[config.mk]
export PLATFORM = sky130hd
export DESIGN_NAME = gpio_bank_regs
export DESIGN_NICKNAME = d
export VERILOG_FILES = /design/src/rtl/gpio_bank_pkg.sv /design/src/rtl/gpio_sync.sv /design/src/rtl/gpio_cfg_regs.sv /design/src/rtl/gpio_pad_ctrl.sv /design/src/rtl/gpio_rd_mux.sv /design/src/rtl/gpio_bank_regs.sv
export SDC_FILE = /design/constraint.sdc
export NUM_CORES = 1
export LEC_CHECK = 0
export ABC_AREA = 0
export BUFFER_PORTS_ARGS = -buffer_cell sky130_fd_sc_hd__clkbuf_2
export CORE_ASPECT_RATIO = 1.5
export CORE_MARGIN = 2
export CORE_UTILIZATION = 34
export DETAILED_ROUTE_END_ITERATION = 10
export GPL_ROUTABILITY_DRIVEN = 0
export GPL_TIMING_DRIVEN = 0
export PLACE_DENSITY_LB_ADDON = 0.1
export SLEW_MARGIN = 20
export SYNTH_ARGS = -nofsm -noshare
export SYNTH_HDL_FRONTEND = slang
export SYNTH_HIERARCHICAL = 1
export SYNTH_SLANG_ARGS = --single-unit
export TNS_END_PERCENT = 50
[constraint.sdc]
create_clock -name clk_i -period 3.2 [get_ports clk_i]
set_input_delay 0.64 -clock clk_i [delete_from_list [all_inputs] [get_ports clk_i]]
set_output_delay 0.64 -clock clk_i [all_outputs]
set_load 0.005 [all_outputs]
[src/rtl/gpio_bank_pkg.sv]
package gpio_bank_pkg;
  localparam int unsigned BUS_W  = 32;
  localparam int unsigned ADDR_W = 8;

  typedef enum logic [ADDR_W-1:0] {
    OFS_MODE   = 8'h00,
    OFS_DIR    = 8'h04,
    OFS_DOUT   = 8'h08,
    OFS_DIN    = 8'h0C,
    OFS_ISTAT  = 8'h10,
    OFS_ICLR   = 8'h14,
    OFS_IMSK   = 8'h18,
    OFS_IUNMSK = 8'h1C,
    OFS_POL    = 8'h20,
    OFS_TRIG   = 8'h24,
    OFS_DEB    = 8'h28,
    OFS_DSEL   = 8'h40,
    OFS_BOTH   = 8'h4C
  } reg_ofs_e;
endpackage

[src/rtl/gpio_sync.sv]
module gpio_sync #(
  parameter int unsigned W      = 32,
  parameter int unsigned STAGES = 2
) (
  input  logic         clk_i,
  input  logic         rst_ni,
  input  logic [W-1:0] d_i,
  output logic [W-1:0] q_o
);
  logic [W-1:0] stage_q [STAGES];

  for (genvar s = 0; s < STAGES; s++) begin : g_stage
    always_ff @(posedge clk_i or negedge rst_ni) begin
      if (!rst_ni) stage_q[s] <= '0;
      else if (s == 0) stage_q[s] <= d_i;
      else stage_q[s] <= stage_q[(s == 0) ? 0 : s-1];
    end
  end

  assign q_o = stage_q[STAGES-1];

  if (STAGES == 2) begin : g_chk
    logic [1:0] age_q;
    always_ff @(posedge clk_i or negedge rst_ni) begin
      if (!rst_ni) age_q <= '0;
      else if (age_q != 2'd3) age_q <= age_q + 2'd1;
    end
    assert_sync_latency_R5: assert property (@(posedge clk_i) disable iff (!rst_ni)
      (age_q >= 2'd2) |-> (q_o == $past(d_i, 2)));
  end
endmodule

[src/rtl/gpio_cfg_regs.sv]
module gpio_cfg_regs
  import gpio_bank_pkg::*;
#(
  parameter int unsigned N = 32
) (
  input  logic              clk_i,
  input  logic              rst_ni,
  input  logic              we_i,
  input  logic [ADDR_W-1:0] addr_i,
  input  logic [BUS_W-1:0]  wdata_i,
  output logic [N-1:0]      mode_o,
  output logic [N-1:0]      dir_o,
  output logic [N-1:0]      dout_o,
  output logic [N-1:0]      pol_o,
  output logic [N-1:0]      trig_o,
  output logic [N-1:0]      deb_o,
  output logic [N-1:0]      dsel_o,
  output logic [N-1:0]      both_o,
  output logic [N-1:0]      clr_stb_o,
  output logic [N-1:0]      mwr_stb_o,
  output logic [N-1:0]      mclr_stb_o
);
  logic [N-1:0] wd;
  assign wd = wdata_i[N-1:0];

  always_ff @(posedge clk_i or negedge rst_ni) begin
    if (!rst_ni) begin
      mode_o <= '0; dir_o  <= '0; dout_o <= '0; pol_o  <= '0;
      trig_o <= '0; deb_o  <= '0; dsel_o <= '0; both_o <= '0;
    end else if (we_i) begin
      case (addr_i)
        OFS_MODE: mode_o <= wd;
        OFS_DIR:  dir_o  <= wd;
        OFS_DOUT: dout_o <= wd;
        OFS_POL:  pol_o  <= wd;
        OFS_TRIG: trig_o <= wd;
        OFS_DEB:  deb_o  <= wd;
        OFS_DSEL: dsel_o <= wd;
        OFS_BOTH: both_o <= wd;
        default: ;
      endcase
    end
  end

  // strobes: one cycle, carry the written word
  always_ff @(posedge clk_i or negedge rst_ni) begin
    if (!rst_ni) begin
      clr_stb_o <= '0; mwr_stb_o <= '0; mclr_stb_o <= '0;
    end else begin
      clr_stb_o  <= (we_i && addr_i == OFS_ICLR)   ? wd : '0;
      mwr_stb_o  <= (we_i && addr_i == OFS_IMSK)   ? wd : '0;
      mclr_stb_o <= (we_i && addr_i == OFS_IUNMSK) ? wd : '0;
    end
  end

  assert_dir_hold_R2: assert property (@(posedge clk_i) disable iff (!rst_ni)
    !(we_i && addr_i == OFS_DIR) |=> $stable(dir_o));
  assert_mode_hold_R11: assert property (@(posedge clk_i) disable iff (!rst_ni)
    !(we_i && addr_i == OFS_MODE) |=> $stable(mode_o));
  assert_clr_idle_R7: assert property (@(posedge clk_i) disable iff (!rst_ni)
    !(we_i && addr_i == OFS_ICLR) |=> (clr_stb_o == '0));
  assert_stb_excl_R7: assert property (@(posedge clk_i) disable iff (!rst_ni)
    $onehot0({|clr_stb_o, |mwr_stb_o, |mclr_stb_o}));
endmodule

[src/rtl/gpio_pad_ctrl.sv]
module gpio_pad_ctrl #(
  parameter int unsigned N = 32
) (
  input  logic         clk_i,
  input  logic         rst_ni,
  input  logic [N-1:0] mode_i,
  input  logic [N-1:0] dir_i,
  input  logic [N-1:0] dout_i,
  input  logic [N-1:0] dsel_i,
  output logic [N-1:0] pad_o,
  output logic [N-1:0] pad_oe_o
);
  for (genvar p = 0; p < N; p++) begin : g_pin
    assign pad_oe_o[p] = ~mode_i[p] & dir_i[p];
    assign pad_o[p]    = dsel_i[p] ? 1'b0 : dout_i[p];
  end

  assert_no_irq_drive_R3: assert property (@(posedge clk_i) disable iff (!rst_ni)
    (pad_oe_o & mode_i) == '0);
  assert_oe_needs_dir_R3: assert property (@(posedge clk_i) disable iff (!rst_ni)
    (pad_oe_o & ~dir_i) == '0);
  assert_sel_low_R4: assert property (@(posedge clk_i) disable iff (!rst_ni)
    (pad_o & dsel_i) == '0);
endmodule

[src/rtl/gpio_rd_mux.sv]
module gpio_rd_mux
  import gpio_bank_pkg::*;
#(
  parameter int unsigned N = 32
) (
  input  logic              clk_i,
  input  logic              rst_ni,
  input  logic [ADDR_W-1:0] addr_i,
  input  logic [N-1:0]      mode_i,
  input  logic [N-1:0]      dir_i,
  input  logic [N-1:0]      dout_i,
  input  logic [N-1:0]      din_i,
  input  logic [N-1:0]      istat_i,
  input  logic [N-1:0]      imsk_i,
  input  logic [N-1:0]      pol_i,
  input  logic [N-1:0]      trig_i,
  input  logic [N-1:0]      deb_i,
  input  logic [N-1:0]      dsel_i,
  input  logic [N-1:0]      both_i,
  output logic [BUS_W-1:0]  rdata_o
);
  logic [N-1:0] sel;
  logic         hit;

  always_comb begin
    hit = 1'b1;
    unique case (addr_i)
      OFS_MODE:  sel = mode_i;
      OFS_DIR:   sel = dir_i;
      OFS_DOUT:  sel = dout_i;
      OFS_DIN:   sel = din_i;
      OFS_ISTAT: sel = istat_i;
      OFS_IMSK:  sel = imsk_i;
      OFS_POL:   sel = pol_i;
      OFS_TRIG:  sel = trig_i;
      OFS_DEB:   sel = deb_i;
      OFS_DSEL:  sel = dsel_i;
      OFS_BOTH:  sel = both_i;
      default: begin sel = '0; hit = 1'b0; end
    endcase
  end

  assign rdata_o = BUS_W'(sel);

  assert_unmapped_zero_R11: assert property (@(posedge clk_i) disable iff (!rst_ni)
    !hit |-> (rdata_o == '0));
  assert_status_pass_R8: assert property (@(posedge clk_i) disable iff (!rst_ni)
    (addr_i == OFS_ISTAT) |-> (rdata_o == BUS_W'(istat_i)));
endmodule

[src/rtl/gpio_bank_regs.sv]
module gpio_bank_regs
  import gpio_bank_pkg::*;
#(
  parameter int unsigned N_PINS      = 32,
  parameter int unsigned SYNC_STAGES = 2
) (
  input  logic              clk_i,
  input  logic              rst_ni,
  input  logic              bus_we_i,
  input  logic [ADDR_W-1:0] bus_addr_i,
  input  logic [BUS_W-1:0]  bus_wdata_i,
  output logic [BUS_W-1:0]  bus_rdata_o,
  input  logic [N_PINS-1:0] pad_i,
  output logic [N_PINS-1:0] pad_o,
  output logic [N_PINS-1:0] pad_oe_o,
  output logic [N_PINS-1:0] irq_mode_o,
  output logic [N_PINS-1:0] irq_invert_o,
  output logic [N_PINS-1:0] irq_edge_o,
  output logic [N_PINS-1:0] irq_both_o,
  output logic [N_PINS-1:0] irq_clr_o,
  output logic [N_PINS-1:0] irq_msk_wr_o,
  output logic [N_PINS-1:0] irq_msk_clr_o,
  input  logic [N_PINS-1:0] irq_status_i,
  input  logic [N_PINS-1:0] irq_mask_i
);
  logic [N_PINS-1:0] mode, dir, dout, pol, trig, deb, dsel, both;
  logic [N_PINS-1:0] pad_sync, din;

  gpio_cfg_regs #(.N(N_PINS)) u_regs (
    .clk_i, .rst_ni,
    .we_i(bus_we_i), .addr_i(bus_addr_i), .wdata_i(bus_wdata_i),
    .mode_o(mode), .dir_o(dir), .dout_o(dout), .pol_o(pol),
    .trig_o(trig), .deb_o(deb), .dsel_o(dsel), .both_o(both),
    .clr_stb_o(irq_clr_o), .mwr_stb_o(irq_msk_wr_o), .mclr_stb_o(irq_msk_clr_o)
  );

  gpio_sync #(.W(N_PINS), .STAGES(SYNC_STAGES)) u_sync (
    .clk_i, .rst_ni, .d_i(pad_i), .q_o(pad_sync)
  );

  assign din = pad_sync ^ pol;

  gpio_pad_ctrl #(.N(N_PINS)) u_pad (
    .clk_i, .rst_ni,
    .mode_i(mode), .dir_i(dir), .dout_i(dout), .dsel_i(dsel),
    .pad_o, .pad_oe_o
  );

  gpio_rd_mux #(.N(N_PINS)) u_rd (
    .clk_i, .rst_ni, .addr_i(bus_addr_i),
    .mode_i(mode), .dir_i(dir), .dout_i(dout), .din_i(din),
    .istat_i(irq_status_i), .imsk_i(irq_mask_i), .pol_i(pol),
    .trig_i(trig), .deb_i(deb), .dsel_i(dsel), .both_i(both),
    .rdata_o(bus_rdata_o)
  );

  assign irq_mode_o   = mode;
  assign irq_invert_o = pol;
  assign irq_edge_o   = trig;
  assign irq_both_o   = both;
endmodule

==> impl_metrics.json <==
{
  "status": "finished clean",
  "r2r_slack_ns": 2.31,
  "grt_pass1_vias": 14640,
  "max_stage_delay_ns": 0.45,
  "rows": 106,
  "drc_errors": 0,
  "totalWireLength_um": 80410,
  "drive_above_1_share_pct": 52.26,
  "cp_num_buf_inv": 4,
  "dp_slack_ns": -1.004,
  "min_period_ns": 3.191,
  "clock_latency_ns": 0.58,
  "worst_setup_path_end_kind": "output pin",
  "post-route-cell-area_um2": 24480,
  "peakVddDrop_uv": 502.8,
  "cts_sinks": 416,
  "arrival_ns": 2.55,
  "setup_viol": 0,
  "coreArea_um2": 55570,
  "port-buffer-count": 458,
  "syn_area_per_cell_um2": 13.32,
  "cp.required_ns": 2.56,
  "drt_iter0_drc": 801,
  "synth_cell_types": 58,
  "cp_max_fo": 10,
  "tightest_slew_ns": 1.043,
  "ant_nets": 0,
  "num-nets-final": 2091,
  "met1_length_um": 32000,
  "layout_common_cells": "clkbuf_2, dfrtp_1, mux2_2",
  "r2r-start": "u_regs/mode_o[7]$_DFFE_PN0P_",
  "cts_buffer_depth": 3,
  "crit_top_cell": "clkbuf_2",
  "grt_usage_pct": 27.71,
  "path_clk_slew_ns": 0.06,
  "postPlaceCellArea_um2": 22440,
  "layout.cells.non_filler": 2696,
  "h-tree-depth": 2,
  "cts_buffers": 47,
  "crit_cells": 8,
  "crit_chain": "clkbuf_2, buf_6, or4b_1, clkbuf_4, nor2_4, a22oi_1, o211ai_1, clkbuf_2",
  "syn_inst": 1427,
  "fill_cells": 5334,
  "antenna_found_initial": 10,
  "final_common_cell": "clkbuf_2",
  "gr-total-overflow": 0,
  "yosysSeqAreaShare_pct": 54.75,
  "post-route-worst-setup-slack_ns": 0.008908,
  "synthArstFlopShare_pct": 100.0,
  "ff2ff_path_depth": 1,
  "synth_flop_cell": "dfrtp_1",
  "cts-root-buf": "clkbuf_16",
  "fin_crit_sh_pct": 99.72,
  "crit_start": "bus_addr_i[5]",
  "dr_wl_met3_um": 4431,
  "dieArea_um2": 57870,
  "slew_violations": 0,
  "p_leak_nw": 12.50,
  "syn-num-nets": 1566,
  "maxCapViolCount": 0,
  "cp_top_family": "simple AND/OR/NAND/NOR gates",
  "critPathKind": "primary input to output pin",
  "die_x_um": 197.1,
  "grt_start_max_net_pins": 87,
  "highest_layer": "met5",
  "slew-limit-headroom_pct": 30.49,
  "die_h_um": 293.6,
  "area_growth_pct": 28.75,
  "netlist_area_um2": 19010,
  "yosys_warnings": 6,
  "crit_slowest_cell": "or4b_1",
  "worstHoldPathType": "primary input to flop",
  "start_util_pct": 34.22,
  "finalHoldViolCount": 0,
  "dr_wl_met2_um": 40720,
  "synth_seq_cells": 416,
  "avgRoutedWirePerCell_um": 29.83,
  "dpl.hpwl_um": 58030,
  "cts_tree": "built",
  "skew_ns": 0.005636,
  "setup_tns_ns": 0,
  "dr.pass1.iters": 5,
  "max_freq_mhz": 313.4,
  "grt_pass1_wl_um": 112000,
  "synth_edf_count": 0,
  "r2r_end": "u_regs/mode_o[7]$_DFFE_PN0P_",
  "vias": 13980,
  "via_per_inst": 5.185,
  "crit_end": "bus_rdata_o[23]",
  "placed_cells": 2597,
  "start_kind": "primary input",
  "rsz0062_at_grt": "yes",
  "ios": 459,
  "power_density_nw_per_um2": 512.6
}
==> metrics by stage <==
stage	total power, mW	hold WS, ns	utilization (%)
finish	12.55	0.1577	44.05
global route	13.04	0.1279	44.04
CTS	12.71	0.1268	43.79
detailed placement	6.883	0.3347	40.38
global placement	6.838	0.3323	39.92
floorplan	6.199	0.3312	-
==> cells in the mapped netlist, drive strengths merged (15+ instances only) <==
master	n	area share (%)
a22o	29	1.3
a22oi	55	2.2
and2	109	3.6
buf	89	3.0
clkbuf	60	1.2
dfrtp	416	55
mux2	285	17
mux2i	53	2.8
nand2	24	0.47
nand3	21	0.55
nand3b	18	0.71
nor2	15	0.39
nor2b	70	4.8
o2bb2ai	16	0.74
xor2	32	1.5
==> flip-flops by register name (all words and copies together) (netlist names) <==
| register | count |
|---|---|
| u_regs/pol_o | 32 |
| u_regs/clr_stb_o | 32 |
| u_regs/mode_o | 32 |
| u_regs/both_o | 32 |
| u_regs/mwr_stb_o | 32 |
| u_regs/dsel_o | 32 |
| u_sync/stage_q | 32 |
| u_sync/q_o | 32 |
| u_regs/mclr_stb_o | 32 |
| u_regs/dir_o | 32 |
| u_regs/trig_o | 32 |
| u_regs/dout_o | 32 |
| u_regs/deb_o | 32 |
==> cell type report <==
| type | instances | area, um2 | share of cell area, % |
|---|---|---|---|
| clock buffer | 71 | 1429 | 5.837 |
| timing repair buffer | 478 | 2605 | 10.64 |
| tap | 702 | 878.3 | 3.588 |
| multi-input combinational | 861 | 7979 | 32.59 |
| clock inverter | 14 | 201.4 | 0.8229 |
| antenna | 6 | 15.01 | 0.06133 |
| sequential | 416 | 10410 | 42.52 |
| inverter | 1 | 3.754 | 0.01533 |
| buffer | 147 | 959.7 | 3.920 |
==> where the power goes <==
part           leakage, nW  switching, mW  total (mW)  internal, mW
combinational         6.08          0.652        1.17         0.517
sequential            5.62          0.179        5.64          5.46
clock                0.810           2.27        5.74          3.48
total                 12.5           3.10        12.5          9.45
==> what timing repair did <==
action                                  4_1_cts  5_1_grt
hold endpoints to repair                     38        0
buffers inserted                              8        1
endpoints found under the setup margin       32       31
gates resized for setup                      60       31
pin swaps                                     6        2
cloned                                        0        0
hold buffers                                  1        0
==> worst min path at each step <==
stage / from / cells past startpoint / slack [ns] / to
after floorplan: u_sync/stage_q[32]$_DFF_PN0_ / 0 / 0.33 / u_sync/q_o[0]$_DFF_PN0_
after global placement: u_sync/stage_q[36]$_DFF_PN0_ / 0 / 0.33 / u_sync/q_o[4]$_DFF_PN0_
after detailed placement: u_sync/stage_q[63]$_DFF_PN0_ / 0 / 0.33 / u_sync/q_o[31]$_DFF_PN0_
after CTS: pad_i[15] / 1 / 0.13 / u_sync/stage_q[47]$_DFF_PN0_
after global routing: pad_i[18] / 1 / 0.13 / u_sync/stage_q[50]$_DFF_PN0_
final: pad_i[11] / 1 / 0.16 / u_sync/stage_q[43]$_DFF_PN0_
==> layer usage <==
metal	GRT usage, %	vias to the layer above
met1	33.60	7171
met3	5.203	139
li1	-	6123
met4	10.34	12
met5	0	-
met2	48.69	533
==> kinds of logic (layout without fill, tap and decap cells) <==
logic type,after synthesis,after routing,synth area share (%)
simple gates,321,321,13.21
other cells,0,6,0
compound gates,170,170,6.699
buf+inv,150,711,4.198
xor+xnor,32,32,1.474
flops,416,416,54.75
mux,338,338,19.67
Power figures use the tool's default switching activity.
